--- config.mk ---
export PLATFORM = sky130hd
export DESIGN_NAME = strided_vmem_unit
export DESIGN_NICKNAME = d
export VERILOG_FILES = /design/src/rtl/svm_pkg.sv /design/src/rtl/svm_addr_gen.sv /design/src/rtl/svm_bank.sv /design/src/rtl/svm_rdpipe.sv /design/src/rtl/strided_vmem_unit.sv
export SDC_FILE = /design/constraint.sdc
export NUM_CORES = 1
export LEC_CHECK = 0
export ABC_CLOCK_PERIOD_IN_PS = 5300
export BUFFER_PORTS_ARGS = -buffer_cell sky130_fd_sc_hd__buf_4
export CORE_MARGIN = 5
export CORE_UTILIZATION = 45
export DETAILED_ROUTE_END_ITERATION = 10
export SETUP_SLACK_MARGIN = 0.02
export SKIP_CTS_REPAIR_TIMING = 1
export SLEW_MARGIN = 30
export SYNTH_ARGS = -nofsm -noshare
export SYNTH_HDL_FRONTEND = slang
export SYNTH_SLANG_ARGS = --single-unit
--- constraint.sdc ---
create_clock -name clk -period 5.3 [get_ports clk]
set_input_delay 1.59 -clock clk [delete_from_list [all_inputs] [get_ports clk]]
set_output_delay 1.59 -clock clk [all_outputs]
set_load 0.02 [all_outputs]
--- src/rtl/svm_pkg.sv ---
package svm_pkg;
   typedef enum logic [1:0] {
      SVM_IDLE  = 2'd0,
      SVM_ISSUE = 2'd1,
      SVM_DRAIN = 2'd2
   } svm_state_e;
endpackage

--- src/rtl/svm_addr_gen.sv ---
module svm_addr_gen #(
   parameter int ADDR_W = 6,
   parameter int CNT_W  = 5
) (
   input  logic              clk,
   input  logic              rst_n,
   input  logic              load,
   input  logic              advance,
   input  logic [ADDR_W-1:0] base,
   input  logic [ADDR_W-1:0] stride,
   output logic [ADDR_W-1:0] addr,
   output logic [CNT_W-1:0]  elem
);
   logic [ADDR_W-1:0] step_q;

   always_ff @(posedge clk) begin
      if (!rst_n) begin
         addr   <= '0;
         elem   <= '0;
         step_q <= '0;
      end else if (load) begin
         addr   <= base;
         elem   <= '0;
         step_q <= stride;
      end else if (advance) begin
         addr <= addr + step_q;
         elem <= elem + CNT_W'(1);
      end
   end

   // each issue moves to the next element only
   a_r6_ascending: assert property (@(posedge clk) disable iff (!rst_n)
      (advance && !load) |=> (elem == $past(elem) + CNT_W'(1)));
endmodule

--- src/rtl/svm_bank.sv ---
module svm_bank #(
   parameter int DATA_W   = 16,
   parameter int ROW_W    = 4,
   parameter int BUSY_CYC = 3
) (
   input  logic              clk,
   input  logic              rst_n,
   input  logic              acc,
   input  logic              we,
   input  logic [ROW_W-1:0]  row,
   input  logic [DATA_W-1:0] wdata,
   output logic [DATA_W-1:0] rdata,
   output logic              ready
);
   localparam int ROWS  = 1 << ROW_W;
   localparam int BCW   = $clog2(BUSY_CYC + 1);

   logic [DATA_W-1:0] mem [ROWS];
   logic [BCW-1:0]    busy_cnt;

   assign ready = (busy_cnt == '0);

   always_ff @(posedge clk) begin
      if (acc && we) mem[row] <= wdata;
   end

   always_ff @(posedge clk) begin
      if (!rst_n) begin
         rdata    <= '0;
         busy_cnt <= '0;
      end else begin
         if (acc && !we) rdata <= mem[row];
         if (acc)                 busy_cnt <= BCW'(BUSY_CYC - 1);
         else if (busy_cnt != '0) busy_cnt <= busy_cnt - BCW'(1);
      end
   end

   // no access reaches a bank that is still occupied
   a_r5_access_when_free: assert property (@(posedge clk) disable iff (!rst_n)
      acc |-> ready);

   generate
      if (BUSY_CYC > 1) begin : g_hold
         // the bank refuses the cycle right after an access
         a_r5_busy_after_access: assert property (@(posedge clk) disable iff (!rst_n)
            acc |=> !ready);
      end
   endgenerate
endmodule

--- src/rtl/svm_rdpipe.sv ---
module svm_rdpipe #(
   parameter int DATA_W    = 16,
   parameter int IDX_W     = 4,
   parameter int NUM_BANKS = 4,
   parameter int RD_LAT    = 2
) (
   input  logic                        clk,
   input  logic                        rst_n,
   input  logic                        in_vld,
   input  logic [IDX_W-1:0]            in_idx,
   input  logic [$clog2(NUM_BANKS)-1:0] in_sel,
   input  logic [NUM_BANKS*DATA_W-1:0] bank_rdata,
   output logic                        out_vld,
   output logic [IDX_W-1:0]            out_idx,
   output logic [DATA_W-1:0]           out_data
);
   localparam int SEL_W = $clog2(NUM_BANKS);

   logic              v0;
   logic [IDX_W-1:0]  i0;
   logic [SEL_W-1:0]  s0;
   logic [DATA_W-1:0] d0;

   always_ff @(posedge clk) begin
      if (!rst_n) begin
         v0 <= 1'b0;
         i0 <= '0;
         s0 <= '0;
      end else begin
         v0 <= in_vld;
         if (in_vld) begin
            i0 <= in_idx;
            s0 <= in_sel;
         end
      end
   end

   assign d0 = bank_rdata[DATA_W*int'(s0) +: DATA_W];

   generate
      if (RD_LAT == 1) begin : g_direct
         assign out_vld  = v0;
         assign out_idx  = i0;
         assign out_data = d0;
      end else begin : g_stages
         localparam int NS = RD_LAT - 1;
         logic [NS-1:0]             vp;
         logic [NS-1:0][IDX_W-1:0]  ip;
         logic [NS-1:0][DATA_W-1:0] dp;
         always_ff @(posedge clk) begin
            if (!rst_n) begin
               vp <= '0;
               ip <= '0;
               dp <= '0;
            end else begin
               vp[0] <= v0;
               ip[0] <= i0;
               dp[0] <= d0;
               for (int k = 1; k < NS; k++) begin
                  vp[k] <= vp[k-1];
                  ip[k] <= ip[k-1];
                  dp[k] <= dp[k-1];
               end
            end
         end
         assign out_vld  = vp[NS-1];
         assign out_idx  = ip[NS-1];
         assign out_data = dp[NS-1];
      end
   endgenerate
endmodule

--- src/rtl/strided_vmem_unit.sv ---
module strided_vmem_unit
   import svm_pkg::*;
#(
   parameter int NUM_BANKS = 4,
   parameter int BANK_ROWS = 16,
   parameter int DATA_W    = 16,
   parameter int MAX_VL    = 16,
   parameter int BUSY_CYC  = 3,
   parameter int RD_LAT    = 2,
   localparam int BANK_W   = $clog2(NUM_BANKS),
   localparam int ROW_W    = $clog2(BANK_ROWS),
   localparam int ADDR_W   = BANK_W + ROW_W,
   localparam int CNT_W    = $clog2(MAX_VL + 1),
   localparam int IDX_W    = $clog2(MAX_VL)
) (
   input  logic                     clk,
   input  logic                     rst_n,
   input  logic                     start,
   input  logic                     is_store,
   input  logic [ADDR_W-1:0]        base,
   input  logic [ADDR_W-1:0]        stride,
   input  logic [CNT_W-1:0]         vlen,
   input  logic [MAX_VL*DATA_W-1:0] st_vec,
   output logic                     busy,
   output logic                     done,
   output logic                     stall,
   output logic                     vrf_we,
   output logic [IDX_W-1:0]         vrf_idx,
   output logic [DATA_W-1:0]        vrf_wdata
);
   generate
      if (NUM_BANKS < 2 || (NUM_BANKS & (NUM_BANKS - 1)) != 0) begin : g_bad_banks
         $error("NUM_BANKS must be a power of two of at least 2");
      end
      if (BANK_ROWS < 2 || (BANK_ROWS & (BANK_ROWS - 1)) != 0) begin : g_bad_rows
         $error("BANK_ROWS must be a power of two of at least 2");
      end
      if (MAX_VL < 2) begin : g_bad_vl
         $error("MAX_VL must be at least 2");
      end
      if (BUSY_CYC < 1 || RD_LAT < 1) begin : g_bad_time
         $error("BUSY_CYC and RD_LAT must be at least 1");
      end
   endgenerate

   svm_state_e               state_q;
   logic                     store_q;
   logic [CNT_W-1:0]         vlen_q;
   logic                     done_q;

   logic [ADDR_W-1:0]        cur_addr;
   logic [CNT_W-1:0]         cur_elem;
   logic [BANK_W-1:0]        tgt_bank;
   logic [ROW_W-1:0]         tgt_row;
   logic [NUM_BANKS-1:0]     bank_ready;
   logic [NUM_BANKS-1:0]     bank_acc;
   logic [NUM_BANKS*DATA_W-1:0] bank_rd;
   logic [DATA_W-1:0]        st_elem;
   logic                     accept, issuing, fire, last_fire;
   logic                     rp_vld;
   logic [IDX_W-1:0]         rp_idx;
   logic [DATA_W-1:0]        rp_data;
   logic                     rp_last;

   assign accept    = (state_q == SVM_IDLE) && start;
   assign issuing   = (state_q == SVM_ISSUE);
   assign tgt_bank  = cur_addr[BANK_W-1:0];
   assign tgt_row   = cur_addr[ADDR_W-1:BANK_W];
   assign fire      = issuing && bank_ready[tgt_bank];
   assign last_fire = fire && (cur_elem == vlen_q - CNT_W'(1));
   assign st_elem   = st_vec[DATA_W*int'(cur_elem[IDX_W-1:0]) +: DATA_W];
   assign rp_last   = rp_vld && (CNT_W'(rp_idx) == vlen_q - CNT_W'(1));

   svm_addr_gen #(.ADDR_W(ADDR_W), .CNT_W(CNT_W)) u_agen (
      .clk     (clk),
      .rst_n   (rst_n),
      .load    (accept),
      .advance (fire),
      .base    (base),
      .stride  (stride),
      .addr    (cur_addr),
      .elem    (cur_elem)
   );

   generate
      for (genvar b = 0; b < NUM_BANKS; b++) begin : g_bank
         assign bank_acc[b] = fire && (tgt_bank == BANK_W'(b));
         svm_bank #(.DATA_W(DATA_W), .ROW_W(ROW_W), .BUSY_CYC(BUSY_CYC)) u_bank (
            .clk   (clk),
            .rst_n (rst_n),
            .acc   (bank_acc[b]),
            .we    (store_q),
            .row   (tgt_row),
            .wdata (st_elem),
            .rdata (bank_rd[b*DATA_W +: DATA_W]),
            .ready (bank_ready[b])
         );
      end
   endgenerate

   svm_rdpipe #(.DATA_W(DATA_W), .IDX_W(IDX_W), .NUM_BANKS(NUM_BANKS), .RD_LAT(RD_LAT)) u_rpipe (
      .clk        (clk),
      .rst_n      (rst_n),
      .in_vld     (fire && !store_q),
      .in_idx     (cur_elem[IDX_W-1:0]),
      .in_sel     (tgt_bank),
      .bank_rdata (bank_rd),
      .out_vld    (rp_vld),
      .out_idx    (rp_idx),
      .out_data   (rp_data)
   );

   always_ff @(posedge clk) begin
      if (!rst_n) begin
         state_q <= SVM_IDLE;
         store_q <= 1'b0;
         vlen_q  <= '0;
         done_q  <= 1'b0;
      end else begin
         done_q <= 1'b0;
         unique case (state_q)
            SVM_IDLE: if (start) begin
               store_q <= is_store;
               vlen_q  <= vlen;
               if (vlen == '0) done_q  <= 1'b1;
               else            state_q <= SVM_ISSUE;
            end
            SVM_ISSUE: if (last_fire) begin
               if (store_q) begin
                  done_q  <= 1'b1;
                  state_q <= SVM_IDLE;
               end else begin
                  state_q <= SVM_DRAIN;
               end
            end
            SVM_DRAIN: if (rp_last) begin
               done_q  <= 1'b1;
               state_q <= SVM_IDLE;
            end
            default: state_q <= SVM_IDLE;
         endcase
      end
   end

   assign busy      = (state_q != SVM_IDLE);
   assign done      = done_q;
   assign stall     = issuing && !fire;
   assign vrf_we    = rp_vld;
   assign vrf_idx   = rp_idx;
   assign vrf_wdata = rp_data;

   // a single bank is touched per cycle at most
   a_r6_one_bank: assert property (@(posedge clk) disable iff (!rst_n)
      $onehot0(bank_acc));
   // a held element keeps its index
   a_r6_hold_on_stall: assert property (@(posedge clk) disable iff (!rst_n)
      stall |=> $stable(cur_elem));
   // done lasts one cycle and leaves the unit idle
   a_r8_done_pulse: assert property (@(posedge clk) disable iff (!rst_n)
      done |-> (!busy ##1 !done));
   // written slots stay inside the vector
   a_r3_slot_range: assert property (@(posedge clk) disable iff (!rst_n)
      vrf_we |-> (CNT_W'(vrf_idx) < vlen_q));
   // stores never write the vector register
   a_r4_store_no_write: assert property (@(posedge clk) disable iff (!rst_n)
      (busy && store_q) |-> !vrf_we);
   // zero length finishes at once without touching a bank
   a_r9_zero_len: assert property (@(posedge clk) disable iff (!rst_n)
      (accept && vlen == '0) |=> (done && !busy && bank_acc == '0));
   // commands stay within the supported length
   a_r2_len_limit: assert property (@(posedge clk) disable iff (!rst_n)
      accept |-> (vlen <= CNT_W'(MAX_VL)));
endmodule

Yosys cells after proc, flatten, opt, wreduce, memory -nomap -nowiden:

Memory sizes are Yosys's and may differ from the RTL's. A register that Yosys moved wholly into a read port is not among the register bits.
Cells that the tools add are included.

* flip-flop bits (word level): 62
* latch bits: 0
* bits in writable memories: 1024
* bits in read-only memories: 0
* input bits: 277
* output and inout port bits: 24
* memories: 4

Memory list
* g_bank[0].u_bank.mem: words 16, width 16, rd ports 1, clocked after memory_dff 1, write ports 1, line svm_bank.sv:18 `logic [DATA_W-1:0] mem [ROWS];`
* g_bank[1].u_bank.mem: words 16, width 16, rd ports 1, clocked after memory_dff 1, write ports 1, line svm_bank.sv:18
* g_bank[2].u_bank.mem: words 16, width 16, rd ports 1, clocked after memory_dff 1, write ports 1, line svm_bank.sv:18
* g_bank[3].u_bank.mem: words 16, width 16, rd ports 1, clocked after memory_dff 1, write ports 1, line svm_bank.sv:18

* add/subtract/negate cells: 7
* $mul: 0
* divide/modulo/power cells: 0
* order comparisons: 1
* equal/unequal tests: 11
* shift-type cells: 2
* multiplexer cells: 32
* bitwise logic cells: 1
* reductions and logical operators: 48

Operators by type and width (count)
* $shiftx 256x9->16: 1
* $shiftx 64x7->16: 1
* $mux 2: 13
* $reduce_bool 2->1: 10
* $logic_and 1x1->1: 18
* $mux 1: 14
* $logic_not 2->1: 6
* $mux 6: 2
* $reduce_or 2->1: 5
* $sub 2x1->2 const B: 4
* $add 6x6->6: 1
* $eq 2x2->1 const B: 3
* $logic_not 1->1: 6
* $ne 2x2->1 const B: 3
* $pmux 2 s3: 1
* $add 5x1->5 const B: 1
* $eq 4x5->1: 1
* $eq 5x5->1: 1
* $logic_not 5->1: 1
* $sub 5x1->5 const B: 1
* $eq 2x1->1 const B: 2
* $reduce_and 4->1: 1
* $lt 2x3->1 const B: 1
* $pmux 1 s3: 1
* other kinds (4): 4

Logic depth before layout (Yosys ltp):

Gate-level depths: netlist of run 1.

* depth in word-level cells: 8
* mapped depth: 8
* mapped depth without buffers: 8

Modules after synthesis:

Synthesis of run 1 repeated with hierarchy kept, for this count alone.

* cells, all modules: 2439
* area, all modules: 46532.1 µm²

By module, submodules not included
* svm_bank at g_bank[2].u_bank ...: times used 2, cells an instance 523, area each 10380.0 µm²
* svm_bank at g_bank[1].u_bank: times used 1, cells an instance 515, area each 10511.3 µm²
* svm_bank at g_bank[0].u_bank: times used 1, cells an instance 498, area each 10418.7 µm²
* strided_vmem_unit: times used 1, cells an instance 178, area each 2681.3 µm²
* svm_rdpipe: times used 1, cells an instance 105, area each 1228.7 µm²
* svm_addr_gen: times used 1, cells an instance 97, area each 932.1 µm²

Worst setup path after synthesis of run 1:

Ideal clock, no wire load.

* path type: input port to flip-flop
* start point: in st_vec[28]
* end point: mem g_bank[0].u_bank.mem[0][12] (data pin)
* setup time: 0.548 ns
* arrival: 3.742 ns
* data required time: 4.752 ns
* setup slack: 1.010 ns
* cell stages on the path: 4
* path through: mux4_2 -> nor2b_1 -> a211oi_1 -> a21oi_1

* longest elaborated chain between the ends: 1

Ends and longest elaborated chain
* start, declared: line strided_vmem_unit.sv:23 `input logic [MAX_VL*DATA_W-1:0] st_vec,`
* $shiftx 256x9->16: line strided_vmem_unit.sv:71 `assign st_elem = st_vec[DATA_W*int'(cur_elem[IDX_W-1:0]) +: DATA_W];`
* net g_bank[0].u_bank.wdata[12]: line svm_bank.sv:11 `input logic [DATA_W-1:0] wdata,`
* end, declared: line svm_bank.sv:18

The timed path passes the listed nets, and every way through them passes these cells.

Worst setup path after layout of run 1:

* start point: reg u_agen.addr[0]
* end point: out stall

* longest elaborated chain between the ends: 5

Ends and longest elaborated chain
* start, declared: line svm_addr_gen.sv:11 `output logic [ADDR_W-1:0] addr,`
* start signal, assigned: line svm_addr_gen.sv:22 `addr <= base;`
* start signal, assigned: line svm_addr_gen.sv:26 `addr <= addr + step_q;`
* $bmux 1 s2: line strided_vmem_unit.sv:69 `assign fire = issuing && bank_ready[tgt_bank];`
* $mux 1 (implied by the code): line strided_vmem_unit.sv:69
* $logic_and 1x1->1: line strided_vmem_unit.sv:69
* $logic_not 1->1: line strided_vmem_unit.sv:147 `assign stall = issuing && !fire;`
* $logic_and 1x1->1: line strided_vmem_unit.sv:147
* end, declared: line strided_vmem_unit.sv:26 `output logic stall,`

Every way passes these cells. The select of a mux whose other input is x is not followed.

==> summary.txt, run 1 <==
GRT
  • Vias in the first global route: 24,639
  • Largest net degree at the start of global routing: 73
  • Number of antenna violations at the first check in global routing: 9
  • First-pass GRT wire length: 174,000 um
  • Global-route usage over all layers: 0.220
  • Grt ovf: 0

Routing
  • Vias per inst: 5.80
  • TritonRoute pass-1 iters: 7
  • Via count: 23,892
  • Post-route ant nets: 0
  • Post-Route WL: 121,000 um
  • Drt wl/cell: 29.3 um
  • Initial DRC Count: 2,560
  • DRC violation count after routing: 0

Layout
  • Layout cells sized above 1: 0.344
  • Nets@finish: 2,927
  • Syn-to-layout area delta: 18.1%

Critical path
  • WS Path Type: reg2out
  • Worst endpoint required time: 3.71 ns
  • FF-to-FF Start: u_agen.elem[0]$_SDFFE_PP0P_
  • Crit Path Max Fanout: 12
  • Element type at the critical path end: output pin
  • Launching element type of the critical path: register
  • Worst EP arrival: 2.08 ns
  • Crit path from: u_agen.addr[0]$_SDFFE_PN0P_

Clock tree
  • CTS H-tree depth: 3
  • CTS sink cnt: 1,150
  • CTS tree: built
  • Clk buf depth: 3
  • CTS Buf Count: 115
  • Clk slew on worst S/H paths: 0.06 ns
  • Root buf cell: clkbuf_16
  • Clock latency on the worst-skew pair: 0.68 ns

STA
  • Post-route clock period utilization: 0.692
  • Max Fclk: 273 MHz
  • Fin. Hold Viols: 0
  • Setup tns final: 0 ns
  • Setup violators final: 0
  • Fin Hold WS: 0.433 ns
  • Slew Viols, Final: 0
  • Clock skew: 0.0251 ns
  • Max-slew headroom: 0.317
  • Crit path time final: 3.67 ns
  • Worst slew pin tran: 1.02 ns
  • Unrepaired setup endpoints after global routing: no

Synth
  • Post-synth EDFFs: 1,024
  • Distinct cell type count after synthesis: 58
  • Ys flop type: edfxtp_1
  • Seq/Total Area, Yosys: 0.724
  • Syn Inst Count: 2,265
  • Seq cells post-synth: 1,150
  • Syn Area/Cell: 20.3 um^2
  • Mapped Area: 45,900 um^2
  • Yosys warns: 0
  • Syn_nets: 2,550
  • Synth async-reset ratio: 0

Run status
  • Status: finished clean

Floorplanning
  • Die H: 329 um
  • Rows: 117
  • Chip Width: 329 um
  • Core Area: 102,000 um^2
  • Die area: 109,000 um^2
  • Initial Util: 0.452
  • Io pins: 301

Power
  • Pwr Total: 20.5 mW
  • VDD IR-drop max: 264 uV
  • Leak: 17.4 nW
  • Pwr/cell area: 377 nW/um^2

Place
  • Detail Placement HPWL: 76,700 um
  • Placer congestion estimate: 0.916
  • Number of I/O port buffers: 300

Min path
  • Worst Hold Class: reg2reg
  • Min-delay src: u_rpipe.v0$_SDFF_PN0_

Job
  • Max-cap violations: 0
==> report_power, final <==
part | internal, mW | leakage [nW] | switching (mW)
registers | 10.1 | 10.2 | 0.124
logic | 0.913 | 5.29 | 1.12
clock network | 4.84 | 1.90 | 3.37
total | 15.8 | 17.4 | 4.62
==> through the flow <==
stage          utilization  area (um^2)  worst slack, ns  instances
2_1_floorplan            -        45900             1.01       2265
3_3_place_gp         0.496        50400             1.54       3893
3_5_place_dp         0.496        50400             1.55       3893
4_1_cts              0.534        54200             1.55       4112
5_1_grt              0.534        54200             1.48       4113
6_report             0.534        54200             1.63       4117
==> flip-flops by register name, indices dropped and copies added, names as in the netlist <==
signal                  count
g_bank.u_bank.rdata        64
u_rpipe.v0                  1
store_q                     1
u_rpipe.out_data           16
state_q                     2
vlen_q                      5
g_bank.u_bank.busy_cnt      8
u_agen.step_q               6
done                        1
u_agen.elem                 5
u_rpipe.out_idx             4
u_rpipe.i0                  4
u_rpipe.s0                  2
u_agen.addr                 6
g_bank.u_bank.mem        1024
u_rpipe.out_vld             1
==> cell usage in the layout, fill, tap and decap left out, types with 28 or more instances in the layout <==
cell type	count
dfxtp_1	118
buf_4	390
clkbuf_16	120
clkinv_1	28
mux4_2	336
a2bb2oi_1	64
nand2_1	57
nor2_1	81
edfxtp_1	1024
o21ai_0	47
nor2b_1	30
mux2i_1	150
==> critical path, cell delays in order, from the launching register on <==
cell     delay (ns)
dfxtp_1        0.59
nor3_1         0.11
a21oi_1        0.20
nor2_1         0.06
nor4_1         0.23
buf_4          0.21
==> worst paths after layout <==
| check | to | slack, ns | depth (start not counted) |
|---|---|---|---|
| hold / removal | u_rpipe.out_vld$_SDFF_PN0_ | 0.43 | 1 |
| setup reg to reg | g_bank[3].u_bank.mem[3][13]$_DFFE_PP_ | 2.07 | 6 |
| setup / recovery | stall | 1.63 | 5 |
| hold reg to reg | u_rpipe.out_vld$_SDFF_PN0_ | 0.43 | 1 |
==> routing by layer <==
layer | global-route usage | vias up | routed length [um]
met5 | 0 | - | 0
met4 | 0.0599 | 0 | 3130
met3 | 0.0330 | 167 | 7860
met2 | 0.342 | 797 | 56900
met1 | 0.331 | 12770 | 52800
li1 | - | 10158 | -
==> synthesized netlist by cell type, types with 3 or more instances <==
master	count	area share
edfxtp_1	1024	0.67
dfxtp_1	126	0.055
o21a_1	5	0.00082
clkbuf_1	74	0.0060
buf_2	48	0.0052
a2bb2oi_1	64	0.012
nand4_1	4	0.00054
o31ai_1	3	0.00049
o21ai_0	47	0.0051
mux4_2	336	0.16
mux2i_1	150	0.033
inv_1	8	0.00065
nor2b_1	30	0.0041
nand2_1	57	0.0047
a21oi_1	28	0.0031
and2_1	25	0.0034
and3b_1	4	0.00076
a211oi_1	17	0.0028
nor2_1	81	0.0066
ha_1	7	0.0019
a31oi_1	3	0.00041
o21ai_1	24	0.0026
a21boi_0	12	0.0020
nand3_1	12	0.0013
xnor2_1	11	0.0021
buf_1	14	0.0011
nor3_1	4	0.00044
xor2_1	6	0.0011
==> cell type report <==
type	instances	area [um^2]
diodes	5	12.5
clock buffers	145	3150
clock inverters	74	728
fillers	7970	47300
inverters	8	30.0
multi-input cells	968	12200
flip-flops and latches	1150	33300
well taps	1368	1710
repair buffers	399	3110
==> logic make-up after synthesis <==
logic type	Yosys count	share of synthesized area
AO/OA/AOI/OAI	217	0.0326
XOR/XNOR	17	0.00324
adder cells (fa/ha/maj)	8	0.00234
buffers and inverters	147	0.0136
flip-flops	1150	0.724
multiplexers	486	0.197
AND/OR/NAND/NOR	240	0.0264
Note: power is estimated with default switching activity, not from simulation.
==> inputs of run 2 (changes only) <==
- ABC_CLOCK_PERIOD_IN_PS: 5300 -> 3700
- clock period: 5.3 -> 3.7 ns (I/O delays scaled with it)
==> run 2 against run 1 <==
Net effect: wire length up 5.3%; sequential share of layout area down 0.56 points; clock-buffer cell count up 3; critical endpoint unchanged; largest cell class unchanged.
==> summary.txt, run 2 (synthesis results as in run 1) <==
Clock tree
  • Clock latency on the worst-skew pair: 0.68 ns (about the same)
  • CTS sink cnt: 1,150 (unchanged)
  • Root buf cell: clkbuf_16 (unchanged)
  • CTS Buf Count: 115 (unchanged)
  • CTS tree: built (unchanged)
  • CTS H-tree depth: 3 (unchanged)
  • Clk buf depth: 3 (unchanged)
  • Clk slew on worst S/H paths: 0.06 ns (about the same)

STA
  • Post-route clock period utilization: 0.875
  • Fin. Hold Viols: 0 (unchanged)
  • Worst slew pin tran: 0.912 ns (was 1.02 ns)
  • Unrepaired setup endpoints after global routing: no (unchanged)
  • Max-slew headroom: 0.391 (was 0.317)
  • Setup violators final: 0 (unchanged)
  • Crit path time final: 3.24 ns
  • Slew Viols, Final: 0 (unchanged)
  • Clock skew: 0.0240 ns (was 0.0251 ns)
  • Setup tns final: 0 ns (unchanged)
  • Max Fclk: 309 MHz

Floorplanning
  • Io pins: 301 (unchanged)
  • Initial Util: 0.452 (unchanged)
  • Core Area: 102,000 um^2 (unchanged)
  • Rows: 117 (unchanged)
  • Die area: 109,000 um^2 (unchanged)
  • Chip Width: 329 um (unchanged)
  • Die H: 329 um (unchanged)

Layout
  • Layout cells sized above 1: 0.360 (was 0.344)
  • Max reg flops: 1,024 (unchanged)
  • Finished Layout Cells: 4,157 (was 4,117)
  • Nets@finish: 2,973 (was 2,927)
  • Syn-to-layout area delta: 19.2% (was 18.1%)
  • Most common cell after layout, fill and taps aside: edfxtp_1 (unchanged)
  • Area of the multi-input gates: 12,200 um^2 (about the same)
  • Register area: 33,300 um^2 (about the same)
  • Most flop-heavy register: g_bank.u_bank.mem (unchanged)
  • Most used cells in the layout excluding fill and tap cells: edfxtp_1, buf_4, mux4_2, mux2i_1, dfxtp_1 (was edfxtp_1, buf_4, mux4_2, mux2i_1, clkbuf_16)
  • Layout fillers: 7,933 (was 7,970)

Routing
  • Vias per inst: 5.81 (was 5.80)
  • Drt wl/cell: 30.6 um (was 29.3 um)
  • Post-route ant nets: 0 (unchanged)
  • DRC violation count after routing: 0 (unchanged)
  • Post-Route WL: 127,000 um (was 121,000 um)
  • Initial DRC Count: 2,469 (was 2,560)
  • Via count: 24,154 (was 23,892)
  • TritonRoute pass-1 iters: 5 (was 7)

Power
  • Pwr/cell area: 538 nW/um^2 (was 377 nW/um^2)
  • Seq pwr share: 0.497 (was 0.499)
  • Cell-internal power: 22.9 mW (was 15.8 mW)
  • Net switching fraction of the power: 0.223 (was 0.226)
  • VDD IR-drop max: 423 uV (was 264 uV)
  • Clock power frac: 0.401 (about the same)
  • Net Sw Power: 6.57 mW (was 4.62 mW)
  • Combinational share of power: 0.102 (was 0.099)
  • Leak: 17.7 nW (was 17.4 nW)

GRT
  • Vias in the first global route: 24,528 (was 24,639)
  • Largest net degree at the start of global routing: 65 (was 73)
  • Number of antenna violations at the first check in global routing: 17 (was 9)
  • Global-route usage over all layers: 0.231 (was 0.220)
  • Grt ovf: 0 (unchanged)
  • First-pass GRT wire length: 180,000 um (was 174,000 um)

Critical path
  • Max incr delay on CP: 0.60 ns (was 0.59 ns)
  • Worst EP arrival: 2.13 ns (was 2.08 ns)
  • Crit-path cells: nor3_1 -> a21oi_1 -> nor2_1 -> nor4_1 -> buf_4 (unchanged)
  • Crit Path Max Fanout: 12 (unchanged)
  • Slowest-stage cell, CP: dfxtp_1 (unchanged)
  • WS Path Type: reg2out (unchanged)
  • Element type at the critical path end: output pin (unchanged)
  • WP buf/inv: 1 (unchanged)
  • Worst endpoint required time: 2.59 ns (was 3.71 ns)
  • Launching element type of the critical path: register (unchanged)
  • Delay-heaviest family, CP: flip-flops (unchanged)

Place
  • Dpl cells: 3,938 (was 3,893)
  • Number of I/O port buffers: 300 (unchanged)
  • Detail Placement HPWL: 80,700 um (was 76,700 um)
  • Placer congestion estimate: 0.920 (was 0.916)

Job
  • Max-cap violations: 0 (unchanged)

Min path
  • Worst Hold Class: reg2reg (unchanged)

Run status
  • Status: finished clean (unchanged)
==> run 2: changes by cell type in the layout (fill, tap and decap cells not counted), sizes merged <==
cell and change:
buf +45, clkbuf +4, clkinv -9, inv -2
bufinv +2
==> run 2: per-layer routing <==
metal,GRT usage,routed length [um],vias up
met1,0.334,53900,12892
met3,0.0575,10100,180
met2,0.358,59900,837
li1,-,-,10241
met4,0.0588,3150,4
met5,0,29,-
==> run 2: stage by stage <==
stage	util	hold WS (ns)	cell area (um^2)	power, mW	setup slack, ns
6_report	0.539	0.439	54700	29.4	0.463
3_5_place_dp	0.500	0.419	50800	17.9	0.416
5_1_grt	0.539	0.479	54700	30.5	0.273
4_1_cts	0.538	0.443	54700	29.7	0.396
2_1_floorplan	-	0.412	46000	16.7	0.788
3_3_place_gp	0.500	0.420	50800	17.9	0.294
==> run 2: final timing paths <==
check | start | endpoint | slack (ns) | cells past startpoint
hold reg to reg | u_rpipe.v0$_SDFF_PN0_ | u_rpipe.out_vld$_SDFF_PN0_ | 0.44 | 1
setup reg to reg | u_agen.elem[0]$_SDFFE_PP0P_ | g_bank[2].u_bank.mem[2][12]$_DFFE_PP_ | 0.65 | 6
setup / recovery | u_agen.addr[0]$_SDFFE_PN0P_ | stall | 0.46 | 5
hold / removal | u_rpipe.v0$_SDFF_PN0_ | u_rpipe.out_vld$_SDFF_PN0_ | 0.44 | 1
==> run 2: layout make-up <==
type | count | share of cell area
inverters | 8 | 0.000549
clock buffers | 148 | 0.0576
flip-flops and latches | 1150 | 0.608
diodes | 5 | 0.000229
repair buffers | 445 | 0.0657
clock inverters | 65 | 0.0132
well taps | 1368 | 0.0313
multi-input cells | 968 | 0.223
==> run 2: power groups by stage <==
stage	combinational (mW)	clock (mW)	sequential, mW
after floorplan	1.91	0	14.8
after global placement	2.94	0	14.9
final	3.00	11.8	14.6
after detailed placement	3.03	0	14.9
after CTS	3.03	12.0	14.6
after global routing	3.20	12.6	14.6
